`src/rtl/csr_width_bridge_pkg.sv`:
```
package csr_width_bridge_pkg;
  typedef enum logic [1:0] {
    ST_IDLE  = 2'd0,
    ST_ISSUE = 2'd1,
    ST_DRAIN = 2'd2,
    ST_RESP  = 2'd3
  } bridgeState_t;

  typedef struct packed {
    logic load;     // latch address and write word on acceptance
    logic capture;  // store csrRdata into the lane selected by capIdx
  } bridgeStrobes_t;
endpackage

```
`src/rtl/csr_width_bridge_ctrl.sv`:
```
module csr_width_bridge_ctrl
  import csr_width_bridge_pkg::*;
#(
  parameter int RATIO = 4,
  parameter int IDX_W = $clog2(RATIO)
) (
  input  logic                 clk,
  input  logic                 rst,
  input  logic                 cpuValid,
  input  logic                 cpuWrite,
  output logic                 cpuReady,
  output logic                 cpuRvalid,
  output logic                 csrRstb,
  output logic                 csrWstb,
  output logic [IDX_W-1:0]     issueIdx,
  output logic [IDX_W-1:0]     capIdx,
  output bridgeStrobes_t       strobes
);
  localparam logic [IDX_W-1:0] LAST_IDX = IDX_W'(RATIO - 1);

  bridgeState_t      state;
  logic [IDX_W-1:0]  chunkCnt;
  logic              opWrite;
  logic              capPend;
  logic [IDX_W-1:0]  capIdxQ;
  logic              accept;

  assign cpuReady  = (state == ST_IDLE) || (state == ST_RESP);
  assign accept    = cpuValid && cpuReady;
  assign cpuRvalid = (state == ST_RESP);
  assign csrRstb   = (state == ST_ISSUE) && !opWrite;
  assign csrWstb   = (state == ST_ISSUE) && opWrite;
  assign issueIdx  = chunkCnt;
  assign capIdx    = capIdxQ;

  always_comb begin
    strobes         = '0;
    strobes.load    = accept;
    strobes.capture = capPend;
  end

  always_ff @(posedge clk) begin
    if (rst) begin
      state    <= ST_IDLE;
      chunkCnt <= '0;
      opWrite  <= 1'b0;
      capPend  <= 1'b0;
      capIdxQ  <= '0;
    end else begin
      // read data returns one cycle after its strobe
      capPend <= csrRstb;
      capIdxQ <= chunkCnt;
      case (state)
        ST_IDLE, ST_RESP: begin
          if (accept) begin
            state    <= ST_ISSUE;
            chunkCnt <= '0;
            opWrite  <= cpuWrite;
          end else begin
            state <= ST_IDLE;
          end
        end
        ST_ISSUE: begin
          if (chunkCnt == LAST_IDX) state <= ST_DRAIN;
          else chunkCnt <= chunkCnt + 1'b1;
        end
        default: state <= ST_RESP;
      endcase
    end
  end
endmodule

```
`src/rtl/csr_width_bridge_dp.sv`:
```
module csr_width_bridge_dp
  import csr_width_bridge_pkg::*;
#(
  parameter int CPU_ADDR_W = 8,
  parameter int CSR_DATA_W = 8,
  parameter int RATIO      = 4,
  parameter int IDX_W      = $clog2(RATIO),
  parameter int CPU_DATA_W = CSR_DATA_W * RATIO
) (
  input  logic                          clk,
  input  logic                          rst,
  input  bridgeStrobes_t                strobes,
  input  logic [IDX_W-1:0]              issueIdx,
  input  logic [IDX_W-1:0]              capIdx,
  input  logic [CPU_ADDR_W-1:0]         cpuAddr,
  input  logic [CPU_DATA_W-1:0]         cpuWdata,
  output logic [CPU_DATA_W-1:0]         cpuRdata,
  output logic [CPU_ADDR_W+IDX_W-1:0]   csrAddr,
  output logic [CSR_DATA_W-1:0]         csrWdata,
  input  logic [CSR_DATA_W-1:0]         csrRdata
);
  logic [CPU_ADDR_W-1:0] baseAddr;
  logic [CPU_DATA_W-1:0] wordQ;
  logic [CSR_DATA_W-1:0] writeLane [RATIO];
  logic [CSR_DATA_W-1:0] readLane  [RATIO];

  always_ff @(posedge clk) begin
    if (rst) begin
      baseAddr <= '0;
      wordQ    <= '0;
    end else if (strobes.load) begin
      baseAddr <= cpuAddr;
      wordQ    <= cpuWdata;
    end
  end

  for (genvar g = 0; g < RATIO; g++) begin : g_lane
    assign writeLane[g] = wordQ[g*CSR_DATA_W +: CSR_DATA_W];
    assign cpuRdata[g*CSR_DATA_W +: CSR_DATA_W] = readLane[g];
    always_ff @(posedge clk) begin
      if (rst) readLane[g] <= '0;
      else if (strobes.capture && capIdx == IDX_W'(g)) readLane[g] <= csrRdata;
    end
  end

  assign csrAddr  = {baseAddr, issueIdx};
  assign csrWdata = writeLane[issueIdx];
endmodule

```
`src/rtl/csr_width_bridge.sv`:
```
module csr_width_bridge
  import csr_width_bridge_pkg::*;
#(
  parameter int CPU_ADDR_W = 8,
  parameter int CPU_DATA_W = 32,
  parameter int CSR_DATA_W = 8
) (
  input  logic                              clk,
  input  logic                              rst,
  input  logic                              cpuValid,
  output logic                              cpuReady,
  input  logic                              cpuWrite,
  input  logic [CPU_ADDR_W-1:0]             cpuAddr,
  input  logic [CPU_DATA_W-1:0]             cpuWdata,
  output logic                              cpuRvalid,
  output logic [CPU_DATA_W-1:0]             cpuRdata,
  output logic [CPU_ADDR_W+$clog2(CPU_DATA_W/CSR_DATA_W)-1:0] csrAddr,
  output logic                              csrRstb,
  output logic                              csrWstb,
  output logic [CSR_DATA_W-1:0]             csrWdata,
  input  logic [CSR_DATA_W-1:0]             csrRdata
);
  localparam int RATIO      = CPU_DATA_W / CSR_DATA_W;
  localparam int IDX_W      = $clog2(RATIO);
  localparam int CSR_ADDR_W = CPU_ADDR_W + IDX_W;

  bridgeStrobes_t   strobes;
  logic [IDX_W-1:0] issueIdx;
  logic [IDX_W-1:0] capIdx;

  csr_width_bridge_ctrl #(.RATIO(RATIO), .IDX_W(IDX_W)) u_ctrl (
    .clk(clk), .rst(rst), .cpuValid(cpuValid), .cpuWrite(cpuWrite),
    .cpuReady(cpuReady), .cpuRvalid(cpuRvalid), .csrRstb(csrRstb),
    .csrWstb(csrWstb), .issueIdx(issueIdx), .capIdx(capIdx), .strobes(strobes)
  );

  csr_width_bridge_dp #(
    .CPU_ADDR_W(CPU_ADDR_W), .CSR_DATA_W(CSR_DATA_W), .RATIO(RATIO),
    .IDX_W(IDX_W), .CPU_DATA_W(CPU_DATA_W)
  ) u_dp (
    .clk(clk), .rst(rst), .strobes(strobes), .issueIdx(issueIdx),
    .capIdx(capIdx), .cpuAddr(cpuAddr), .cpuWdata(cpuWdata),
    .cpuRdata(cpuRdata), .csrAddr(csrAddr[CSR_ADDR_W-1:0]),
    .csrWdata(csrWdata), .csrRdata(csrRdata)
  );
endmodule

```
`config.mk`:
```
export PLATFORM = sky130hd
export DESIGN_NAME = csr_width_bridge
export DESIGN_NICKNAME = d
export VERILOG_FILES = /design/src/rtl/csr_width_bridge_pkg.sv /design/src/rtl/csr_width_bridge_ctrl.sv /design/src/rtl/csr_width_bridge_dp.sv /design/src/rtl/csr_width_bridge.sv
export SDC_FILE = /design/constraint.sdc
export NUM_CORES = 1
export LEC_CHECK = 0
export ABC_AREA = 1
export CORE_AREA = 2 2 85 87
export DETAILED_ROUTE_END_ITERATION = 16
export DIE_AREA = 0 0 87 89
export GPL_TIMING_DRIVEN = 0
export PLACE_DENSITY_LB_ADDON = 0.2
export SETUP_SLACK_MARGIN = 0.02
export SLEW_MARGIN = 30
export SYNTH_ARGS = -nofsm -noshare
export SYNTH_HDL_FRONTEND = slang
export SYNTH_SLANG_ARGS = --single-unit
```
`constraint.sdc`:
```
create_clock -name clk -period 2.3 [get_ports clk]
set_input_delay 0.575 -clock clk [delete_from_list [all_inputs] [get_ports clk]]
set_output_delay 0.575 -clock clk [all_outputs]
set_load 0.05 [all_outputs]
```
==> metrics.txt <==
status=complete, no violations; Clock Sink Count=80; IO Pins=106; Layout fillers=546; antenna cell count=0; Post-Synth Adder-Cell Area=1.523%; slew margin rel.=64.49%; Slew @ Worst Pin=0.5310 ns; met1 Usage GRT=26.14%; cell area after layout=4658 µm²; Global Route met3 Usage=4.340%; Worst Hold Depth=2; Worst R2R Setup Slack=0.67 ns; # setup viols final=0; grt met2 use=35.88%; final cell count without fillers=558; initial antenna violation count=0; setup repair bufs after CTS=0; starting density of the core=48.92%; Tcrit/Tclk final=95.52%; Worst setup EP type=output port; reg2reg start=u_ctrl.state[0]; clock-pin slew on the worst setup and hold paths=0.08 ns; CTS tree=done; EDFF count, synth=32; die height=89 µm; first-pass GRT wire length=12.38 mm; Final Skew=0.01096 ns; die width=87 µm; Area Overhead vs Synth=41.72%; Post-Synthesis Cells=357; synthesized area per cell=9.207 µm²; Die ar.=7743 µm²; HP Class=reg2reg; top post-synthesis cells by area=dfxtp_1 (29%), edfxtp_1 (29%), nor2_1 (15%); initial drt markers=199; largest family of logic cells by synthesized area=simple AND/OR/NAND/NOR gates; Hold Path Sink=u_dp.wordQ[9]; root buffer cell=clkbuf_8; crit path kind=reg2out; Synth area leader=dfxtp_1; most used cell, CP=buf_4; GRT Overall Usage=21.09%; Final Hold Vio Count=0; Synth top area share=29.23%; worst-path maximum fanout=10; wire length per cell=14.17 µm; Post-Syn Area=3287 µm²; Antenna Nets Post-Route=0; largest net degree at the start of global routing=16; nets@finish=529; CP required=1.73 ns; DP Area=4488 µm²; #FFs+latches synth=80; core area=6719 µm²; synth cell count leaders=nor2_1 (133), o21ai_0 (53), dfxtp_1 (48); number of global-route vias before repair=2,720; RD Place Congestion=0.8383; GRT overflow=0; CTS max path bufs=2; Clock Latency Late Sink=0.35 ns; H-tree depth=3; RSZ-0062 raised after global routing=false; wirelength, routed=7.909 mm; crit path DAT=1.62 ns; CTS Buf Count=9; CTS Hold Bufs=0; fmax=455.2 MHz; Post-synth top flop=dfxtp_1; hold path startpoint=u_dp.wordQ[9]; Compound-Gate Fraction of Synth Area=11.53%; GR peak layer=met2; crit path from=u_ctrl.issueIdx[0]; warnings from Yosys=0; MaxCap Viol Count=0; dpl hpwl=5.869 mm; ratio of cells with drive above 1 in the final layout=15.27%; VDD IR max=0.7291 mV; Yosys cell types=25; Simple-Gate Fraction of Synth Area=21.58%; ys async rst share=0%; startpoint types=flip-flop; reg2reg end=u_dp.wordQ[6]; crit-path cells=buf_4 -> inv_2 -> buf_6 -> nor2_1 -> o22ai_2 -> buf_4; cell count after placement=542; FP Rows=30; top-count cell post-synth=nor2_1; min cycle time layout=2.197 ns; xor/xnor share of the synthesized area=0%; max incr delay on CP=0.34 ns; via count=2,810; multiplexer share of the synthesized area=0%; post-DR vias/cell=5.036; sequential element share of the synthesized area=58.47%; Slowest cell on crit path=dfxtp_1; Final Max Tran Viols=0; Port-buffer cells=105; DRT Pass-1 Iters=4; FF-to-FF path depth=6; PwrDens=1173 nW/µm²; Syn Nets=413; Residual DRC=0; Static Leakage=1.908 nW
[state kept, by name (all words and copies together) (netlist names)]
signal           flops
u_ctrl.capIdx        2
u_ctrl.capPend       1
u_ctrl.issueIdx      2
u_ctrl.opWrite       1
u_ctrl.state         2
u_dp.baseAddr        8
u_dp.readLane       32
u_dp.wordQ          32
[how the worst max path moves through the flow]
| stage | slack [ns] | to |
|---|---|---|
| global placement | -0.15 | csrWdata[4] |
| finish | 0.10 | csrWdata[6] |
| detailed placement | -0.20 | csrWdata[4] |
| CTS | 0.02 | csrWdata[2] |
| global route | 0.03 | csrWdata[2] |
| floorplan | 0.11 | csrWdata[6] |
[timing repair]
action                                  CTS  global route
gates cloned                              0             0
resized for setup                        53            11
endpoints found under the setup margin   12            10
[worst max-delay path, delay by kind of cell (launching register included)]
kind | cells | cell delay [ns]
simple gates | 1 | 0.05
compound gates | 1 | 0.20
flops | 1 | 0.34
buf+inv | 4 | 0.69
[cells in the final DEF (no fill, tap or decap), drive strengths merged]
master | Yosys | layout
ha | 4 | 4
clkdlybuf4s15 | 0 | 1
nand4 | 5 | 5
inv | 22 | 25
clkbuf | 4 | 19
buf | 14 | 19
o22ai | 8 | 8
a21oi | 2 | 2
edfxtp | 32 | 32
nand2 | 14 | 14
clkdlybuf4s50 | 0 | 93
dfxtp | 48 | 48
o21ai | 60 | 60
nor3 | 2 | 2
clkinv | 0 | 2
nand3 | 4 | 4
nor2 | 138 | 138
clkinvlp | 0 | 1
dlygate4sd2 | 0 | 1
[through the flow]
step	util (%)	setup TNS (ns)	setup WS, ns	total power (W)	hold slack (ns)
CTS	69.20	0	0.02071	0.005454	0.4918
global route	69.33	0	0.03372	0.005774	0.5098
detailed placement	66.80	-1.287	-0.2029	0.004534	0.4735
global placement	66.80	-1.059	-0.1495	0.004480	0.4634
finish	69.33	0	0.1030	0.005463	0.4852
floorplan	-	0	0.1070	0.003754	0.4434
[area by class of cell]
| class | instances | area [µm²] | share of cell area [%] |
|---|---|---|---|
| clock inverter | 6 | 51.30 | 1.101 |
| timing repair buffer | 105 | 1025 | 22.00 |
| inverter | 22 | 87.58 | 1.880 |
| sequential | 80 | 1922 | 41.26 |
| multi-input combinational | 237 | 1189 | 25.52 |
| buffer | 18 | 146.4 | 3.143 |
| tap | 80 | 100.1 | 2.149 |
| clock buffer | 10 | 137.6 | 2.955 |
[routing by layer]
| layer | share of wire [%] | wire [µm] |
|---|---|---|
| met1 | 44 | 3483 |
| met3 | 6.6 | 521 |
| met5 | 0 | 0 |
| met4 | 1.8 | 142 |
| met2 | 48 | 3761 |
[where the power goes]
| part | total [W] | switching [W] | internal [W] |
|---|---|---|---|
| Combinational | 0.00250 | 0.00166 | 0.000849 |
| Clock | 0.000991 | 0.000554 | 0.000437 |
| Sequential | 0.00197 | 0.000182 | 0.00179 |
| Total | 0.00546 | 0.00239 | 0.00307 |
[kinds of logic after synthesis]
family | Yosys count
AO/OA/AOI/OAI | 70
flip-flops | 80
adder cells (fa/ha/maj) | 4
buffers and inverters | 40
AND/OR/NAND/NOR | 163
(Power assumes the default switching activity.)
